$ cat config.mk
export PLATFORM = sky130hd
export DESIGN_NAME = fmh_host_port
export DESIGN_NICKNAME = d
export VERILOG_FILES = /design/src/rtl/fmh_pkg.sv /design/src/rtl/fmh_addr_latch.sv /design/src/rtl/fmh_decode.sv /design/src/rtl/fmh_regfile.sv /design/src/rtl/fmh_host_port.sv
export SDC_FILE = /design/constraint.sdc
export NUM_CORES = 2
export LEC_CHECK = 0
export ABC_CLOCK_PERIOD_IN_PS = 6200
export BUFFER_PORTS_ARGS = -buffer_cell sky130_fd_sc_hd__buf_2
export CAP_MARGIN = 30
export CORE_ASPECT_RATIO = 1.4
export CORE_MARGIN = 2
export CORE_UTILIZATION = 45
export DETAILED_ROUTE_END_ITERATION = 8
export GPL_ROUTABILITY_DRIVEN = 0
export PLACE_DENSITY_LB_ADDON = 0.15
export SKIP_LAST_GASP = 1
export SLEW_MARGIN = 25
export SYNTH_ARGS = -nofsm -noshare
export SYNTH_HDL_FRONTEND = slang
export SYNTH_SLANG_ARGS = --single-unit
$ cat constraint.sdc
create_clock -name clk -period 6.2 [get_ports clk]
set_input_delay 0.62 -clock clk [delete_from_list [all_inputs] [get_ports clk]]
set_output_delay 0.62 -clock clk [all_outputs]
set_load 0.02 [all_outputs]
$ cat src/rtl/fmh_pkg.sv
package fmh_pkg;
  localparam int BYTE_W  = 8;
  localparam int REG_AW  = 8;
  // Global register window 0x20..0x2F, bank 0 only
  localparam logic [3:0] GLOB_NIB  = 4'h2;
  localparam logic [3:0] KEY_LOW   = 4'h8;
  localparam logic [3:0] DACV_LOW  = 4'hA;
  localparam logic [3:0] DACC_LOW  = 4'hB;
  // Per-channel groups
  localparam logic [7:0] OPG_FIRST = 8'h30;
  localparam logic [7:0] OPG_LAST  = 8'h9F;
  localparam logic [4:0] FRQ_TOP5  = 5'b10100;  // 0xA0..0xA7
  localparam logic [4:0] ALG_TOP5  = 5'b10110;  // 0xB0..0xB7

  function automatic logic chan_group_hit(input logic [7:0] a);
    return (a >= OPG_FIRST && a <= OPG_LAST) ||
           (a[7:3] == FRQ_TOP5) || (a[7:3] == ALG_TOP5);
  endfunction
endpackage

$ cat src/rtl/fmh_addr_latch.sv
module fmh_addr_latch #(
  parameter int ADDR_W = 8,
  parameter int BANKS  = 2
) (
  input  logic                    clk,
  input  logic                    rst,
  input  logic                    wr_en,
  input  logic [1:0]              wr_port,
  input  logic [ADDR_W-1:0]       wr_byte,
  output logic [BANKS*ADDR_W-1:0] addr_q
);
  for (genvar b = 0; b < BANKS; b++) begin : g_bank
    logic hit;
    assign hit = wr_en && !wr_port[0] && (int'(wr_port[1]) == b);

    always_ff @(posedge clk) begin
      if (rst)      addr_q[b*ADDR_W +: ADDR_W] <= '0;
      else if (hit) addr_q[b*ADDR_W +: ADDR_W] <= wr_byte;
    end

    // a bank latch moves only after an address-port write to that bank
    a_r2_latch_hold: assert property (@(posedge clk) disable iff (rst)
      !$stable(addr_q[b*ADDR_W +: ADDR_W]) |->
        $past(wr_en && !wr_port[0] && (int'(wr_port[1]) == b)));
  end
endmodule

$ cat src/rtl/fmh_decode.sv
module fmh_decode #(
  parameter int ADDR_W      = 8,
  parameter int CH_PER_BANK = 3,
  parameter int CH_W        = 3
) (
  input  logic              bank,
  input  logic [ADDR_W-1:0] addr,
  output logic              is_chan,
  output logic              is_glob,
  output logic [CH_W-1:0]   chan
);
  import fmh_pkg::*;
  logic [1:0] slot;
  assign slot    = addr[1:0];
  assign is_chan = chan_group_hit(addr[7:0]) && (int'(slot) < CH_PER_BANK);
  assign is_glob = !bank && (addr[7:4] == GLOB_NIB);
  assign chan    = CH_W'(bank ? CH_PER_BANK : 0) + CH_W'(slot);
endmodule

$ cat src/rtl/fmh_regfile.sv
module fmh_regfile #(
  parameter int DATA_W = 8,
  parameter int IDX_W  = 9
) (
  input  logic              clk,
  input  logic              rst,
  input  logic              we,
  input  logic [IDX_W-1:0]  widx,
  input  logic [DATA_W-1:0] wdata,
  input  logic [IDX_W-1:0]  ridx,
  input  logic              rvalid,
  output logic [DATA_W-1:0] rdata
);
  localparam int DEPTH = 1 << IDX_W;
  logic [DATA_W-1:0] mem [DEPTH];
  logic [DATA_W-1:0] rd_q;
  logic              ok_q;

  always_ff @(posedge clk) begin
    if (we) mem[widx] <= wdata;
    rd_q <= mem[ridx];
  end

  always_ff @(posedge clk) begin
    if (rst) ok_q <= 1'b0;
    else     ok_q <= rvalid;
  end

  assign rdata = ok_q ? rd_q : '0;
endmodule

$ cat src/rtl/fmh_host_port.sv
module fmh_host_port #(
  parameter int DATA_W      = fmh_pkg::BYTE_W,
  parameter int ADDR_W      = fmh_pkg::REG_AW,
  parameter int CH_PER_BANK = 3,
  parameter int OP_N        = 4
) (
  input  logic                          clk,
  input  logic                          rst,
  input  logic                          wr_en,
  input  logic [1:0]                    wr_port,
  input  logic [DATA_W-1:0]             wr_data,
  input  logic                          rd_bank,
  input  logic [ADDR_W-1:0]             rd_addr,
  output logic [DATA_W-1:0]             rd_data,
  output logic [2*CH_PER_BANK*OP_N-1:0] key_ops,
  output logic [DATA_W-1:0]             dac_level,
  output logic                          dac_en,
  output logic                          upd_valid,
  output logic [$clog2(2*CH_PER_BANK)-1:0] upd_chan,
  output logic [ADDR_W-1:0]             upd_reg,
  output logic [DATA_W-1:0]             upd_data
);
  import fmh_pkg::*;
  localparam int NCH   = 2 * CH_PER_BANK;
  localparam int CH_W  = $clog2(NCH);
  localparam int IDX_W = ADDR_W + 1;

  logic [2*ADDR_W-1:0] latch_q;
  logic                wr_bank;
  logic [ADDR_W-1:0]   cur_addr;
  logic                data_wr;
  logic                w_chan, w_glob, r_chan, r_glob;
  logic [CH_W-1:0]     w_ch, r_ch_unused;

  assign wr_bank  = wr_port[1];
  assign cur_addr = latch_q[wr_bank*ADDR_W +: ADDR_W];
  assign data_wr  = wr_en && wr_port[0];

  fmh_addr_latch #(.ADDR_W(ADDR_W), .BANKS(2)) u_latch (
    .clk(clk), .rst(rst), .wr_en(wr_en), .wr_port(wr_port),
    .wr_byte(wr_data[ADDR_W-1:0]), .addr_q(latch_q));

  fmh_decode #(.ADDR_W(ADDR_W), .CH_PER_BANK(CH_PER_BANK), .CH_W(CH_W)) u_wdec (
    .bank(wr_bank), .addr(cur_addr), .is_chan(w_chan), .is_glob(w_glob), .chan(w_ch));

  fmh_decode #(.ADDR_W(ADDR_W), .CH_PER_BANK(CH_PER_BANK), .CH_W(CH_W)) u_rdec (
    .bank(rd_bank), .addr(rd_addr), .is_chan(r_chan), .is_glob(r_glob), .chan(r_ch_unused));

  fmh_regfile #(.DATA_W(DATA_W), .IDX_W(IDX_W)) u_rf (
    .clk(clk), .rst(rst),
    .we(data_wr && (w_chan || w_glob)), .widx({wr_bank, cur_addr}), .wdata(wr_data),
    .ridx({rd_bank, rd_addr}), .rvalid(r_chan || r_glob), .rdata(rd_data));

  // Key-on channel code: bit 2 selects the upper group
  logic [2:0]      kcode;
  logic            kcode_ok;
  logic [CH_W-1:0] kchan;
  assign kcode    = wr_data[2:0];
  assign kcode_ok = int'(kcode[1:0]) < CH_PER_BANK;
  assign kchan    = CH_W'(kcode[2] ? CH_PER_BANK : 0) + CH_W'(kcode[1:0]);

  always_ff @(posedge clk) begin
    if (rst) begin
      key_ops   <= '0;
      dac_level <= '0;
      dac_en    <= 1'b0;
    end else if (data_wr && w_glob) begin
      case (cur_addr[3:0])
        KEY_LOW: if (kcode_ok) begin
          for (int c = 0; c < NCH; c++)
            if (CH_W'(c) == kchan) key_ops[c*OP_N +: OP_N] <= wr_data[DATA_W-1 -: OP_N];
        end
        DACV_LOW: dac_level <= wr_data;
        DACC_LOW: dac_en    <= wr_data[DATA_W-1];
        default: ;
      endcase
    end
  end

  always_ff @(posedge clk) begin
    if (rst) begin
      upd_valid <= 1'b0;
      upd_chan  <= '0;
      upd_reg   <= '0;
      upd_data  <= '0;
    end else begin
      upd_valid <= data_wr && w_chan;
      if (data_wr && w_chan) begin
        upd_chan <= w_ch;
        upd_reg  <= {cur_addr[ADDR_W-1:2], 2'b00};
        upd_data <= wr_data;
      end
    end
  end

  // events carry a channel in range and follow a data-port write
  a_r4_chan_range: assert property (@(posedge clk) disable iff (rst)
    upd_valid |-> (int'(upd_chan) < NCH));
  a_r4_event_src: assert property (@(posedge clk) disable iff (rst)
    upd_valid |-> $past(wr_en && wr_port[0]));
  // key state only moves after a bank-0 data write
  a_r6_key_src: assert property (@(posedge clk) disable iff (rst)
    !$stable(key_ops) |-> $past(wr_en && wr_port == 2'd1));
  // DAC state only moves after a bank-0 data write
  a_r7_dac_src: assert property (@(posedge clk) disable iff (rst)
    !$stable({dac_en, dac_level}) |-> $past(wr_en && wr_port == 2'd1));
  // no strobe, no event
  a_r10_idle: assert property (@(posedge clk) disable iff (rst)
    $past(!wr_en) |-> !upd_valid);
endmodule

==> summary.txt <==
Timing
  • Peak Freq: 239 MHz
  • Final-report hold violation count: 0
  • Setup Viol. Count Final: 0
  • Sum of negative setup slack: 0 ps
  • Worst Clk Skew: 58.8 ps
  • Worst-margin pin slew: 1090 ps
  • Final worst path period share: 0.676
  • Slew Limit Headroom: 0.269
  • Final worst slack: 2010 ps
  • Final Max Tran Viols: 0
  • Post-route minimum period: 4190 ps
  • Hold Worst Slack: 147 ps
  • Unrepaired setup endpoints after global routing: false

Layout
  • Layout cells sized above 1: 0.188
  • Area delta synth->final: 17.6%
  • Multi-input logic area: 0.0428 sq mm
  • Max FFs per register: 4,096
  • FF+latch area: 0.125 sq mm
  • Top flop regs: u_rf.mem x4096, key_ops x24, u_latch.addr_q x16
  • Nets@finish: 10,100
  • FILL cells: 28,400
  • Most flop-heavy register: u_rf.mem

Route
  • Routed wire length: 402,000 microns
  • Drt wl/cell: 26.7 microns
  • Initial drt markers: 8,277
  • DR pass1 iterations: 6
  • Post-DR vias/cell: 5.30
  • DRC Markers: 0
  • DR vias: 79,900
  • Final ANT Viol Nets: 0

Status
  • Status: finished clean

Critical path
  • Crit end category: flop
  • Most frequent CP cell: nor2_1
  • Worst-path fanout max: 18
  • Crit start category: flop
  • FF-to-FF path depth: 7
  • Crit Path Category: flop to flop
  • WP data arrival: 4720 ps
  • Worst r2r src: u_latch.addr_q[6]$_SDFFE_PP0P_
  • R2r setup slk: 2010 ps
  • Worst path max stage delay: 810 ps
  • CP Cell Sequence: nor3b_2 > nand2_1 > nor2_1 > nor2_1 > or3_1 > buf_4 > nor2_1
  • Terminus of the critical flop-to-flop path: u_rf.mem[64][3]$_DFFE_PP_
  • Worst path required time: 6730 ps
  • Slowest CP cell: nor2_1

Worst hold path
  • Hold Path Sink: u_rf.mem[23][0]$_DFFE_PP_
  • Hold depth: 1
  • Hold Startpoint: wr_data[0]
  • Hold crit path type: input pin to flop

Power and ir drop
  • PD cells: 321 mW/mm^2
  • Worst VDD drop: 240 uV
  • Leakage dissipation: 0.0657 uW

Synth
  • Post-synth top area share: 0.765
  • Ys flop type: edfxtp_1
  • Syn_area_per_cell: 21.9 sq um
  • Main combinational cell family by area after synthesis: multiplexers
  • Post-Synth Simple-Gate Area: 0.0208
  • Syn Inst Count: 7,337
  • Ranking of synthesized cells by area: edfxtp_1 76%, mux4_2 14%, mux2i_1 1.9%
  • Synthesis Warnings: 0
  • Post-Synth XOR/XNOR Area: 0
  • Synth Area in Adders: 0.000404
  • Compound-cell area share of the yosys netlist: 0.0293
  • Seq/Total Area, Yosys: 0.774
  • Netlist Area Pre-Place: 0.161 sq mm
  • Post-synth EDFFs: 4,096
  • Yosys reg bits: 4,172
  • Multiplexer share of the synthesized area: 0.158
  • FFs w/ async S/R, synth: 0
  • Count of cell types in the netlist: 81
  • Biggest area consumer among synthesized cells: edfxtp_1

Floorplan
  • Io pins: 83
  • Chip height: 711 microns
  • Chip width: 509 microns
  • Core region area: 0.355 sq mm
  • Row Count: 259
  • Initial Util: 0.452
  • Die area: 0.362 sq mm

GRT
  • GRT Residual Overflow: 0
  • Initial antenna violation count: 28
  • Total GRT Usage: 0.222
  • Largest net degree at the start of global routing: 202
  • Vias in the first global route: 82,300
  • First-pass GRT wire length: 575,000 microns

Clock tree
  • H-tree depth: 5
  • CTS Root Cell: clkbuf_16
  • Post-CTS Resized: 0
  • Worst skew pair latency: 940 ps
  • Num CTS Buffers: 392
  • TritonCTS clock tree: done
  • Clock transition at the registers of the reported paths: 60 ps
  • # clock sinks: 4,172
  • Clock Tree Buf Depth: 4
  • Setup Fix Bufs, Post-CTS: 0
  • CTS Hold Bufs: 0

Place
  • Post-place setup slack: 1260 ps
  • I/O Buffers: 80
  • Dpl hpwl: 252,000 microns

Flow run
  • Max Cap Viol: 0
[metrics by stage]
| step | area (sq um) | instances | total power (uW) | utilization |
|---|---|---|---|---|
| detailed placement | 176000 | 14400 | 37200 | 0.496 |
| global placement | 176000 | 14300 | 37100 | 0.496 |
| finish | 189000 | 15100 | 60800 | 0.532 |
| floorplan | 170000 | 9770 | 35500 | - |
| global route | 189000 | 15100 | 62700 | 0.532 |
| CTS | 189000 | 15100 | 61300 | 0.532 |
[worst max path at each step]
stage | start | endpoint | slack (ps) | cells after the start
2_1_floorplan | wr_port[1] | u_rf.mem[384][0]$_DFFE_PP_ | 3190 | 7
3_3_place_gp | rd_addr[1] | u_rf.rd_q[5]$_DFF_P_ | 1050 | 9
3_5_place_dp | rd_addr[0] | u_rf.rd_q[0]$_DFF_P_ | 1260 | 10
4_1_cts | u_latch.addr_q[6]$_SDFFE_PP0P_ | u_rf.mem[165][4]$_DFFE_PP_ | 2030 | 7
5_1_grt | u_latch.addr_q[6]$_SDFFE_PP0P_ | u_rf.mem[64][3]$_DFFE_PP_ | 1860 | 7
6_report | u_latch.addr_q[6]$_SDFFE_PP0P_ | u_rf.mem[64][3]$_DFFE_PP_ | 2010 | 7
[critical path, delay by kind of cell, from the launching register on]
kind	cells	cell delay (ps)
buffers and inverters	1	370
flip-flops	1	450
AND/OR/NAND/NOR	6	2920
[cells in the mapped netlist (all sizes together) (13+ instances only)]
library cell  instances
o221ai               29
nor4                 18
a22oi               168
and2                 20
a211oi               13
o211ai               15
mux2                 13
a31oi                22
clkbuf              179
nand3                52
mux4                982
o22ai                32
nor2b                21
a22o                 19
nand2               149
a21oi               117
mux2i               312
a221oi               81
edfxtp             4096
nand4                29
buf                 262
nand2b               20
o21ai                78
nor3                 51
dfxtp                76
a2111oi              14
nor2                332
[kinds of logic after synthesis]
logic type                 after synthesis
muxes                                 1307
other                                    1
DFF                                   4172
adders and majority gates                4
buffers and inverters                  451
and+or+nand+nor                        739
AOI/OAI and AO/OA                      663
[cells in the final DEF (no fill, tap or decap), types with 117 or more instances in the layout]
cell and n:
conb_1 2434, buf_4 203, nor2_1 324, clkbuf_16 397, nand2_1 148, a21oi_1 117, mux4_2 981, edfxtp_1 4096
a22oi_1 168, mux2i_1 312
[layer usage]
metal  up-vias  share of wire  track usage  routed length (microns)
met5         -        0.00025            0                      100
met3       579          0.061       0.0329                    24500
met4         6          0.036       0.0768                    14500
met1     42800           0.39        0.286                   156000
met2      2506           0.52        0.384                   208000
li1      34100              -            -                        -
[power by group]
group          total, uW  internal [uW]  switching, uW  leakage, uW
logic               3830           1420           2410       0.0201
clock network      24200          13800          10300      0.00623
registers          32800          32400            336       0.0394
[layout make-up]
class                           instances  area share
Sequential cell                      4172       0.658
Multi-Input combinational cell       5147       0.226
Clock buffer                          466      0.0541
Tap cell                             4698      0.0311
Timing Repair Buffer                  341      0.0166
Clock inverter                        241      0.0131
Inverter                               10    0.000278
Antenna cell                           10    0.000132
(Power assumes the default switching activity.)
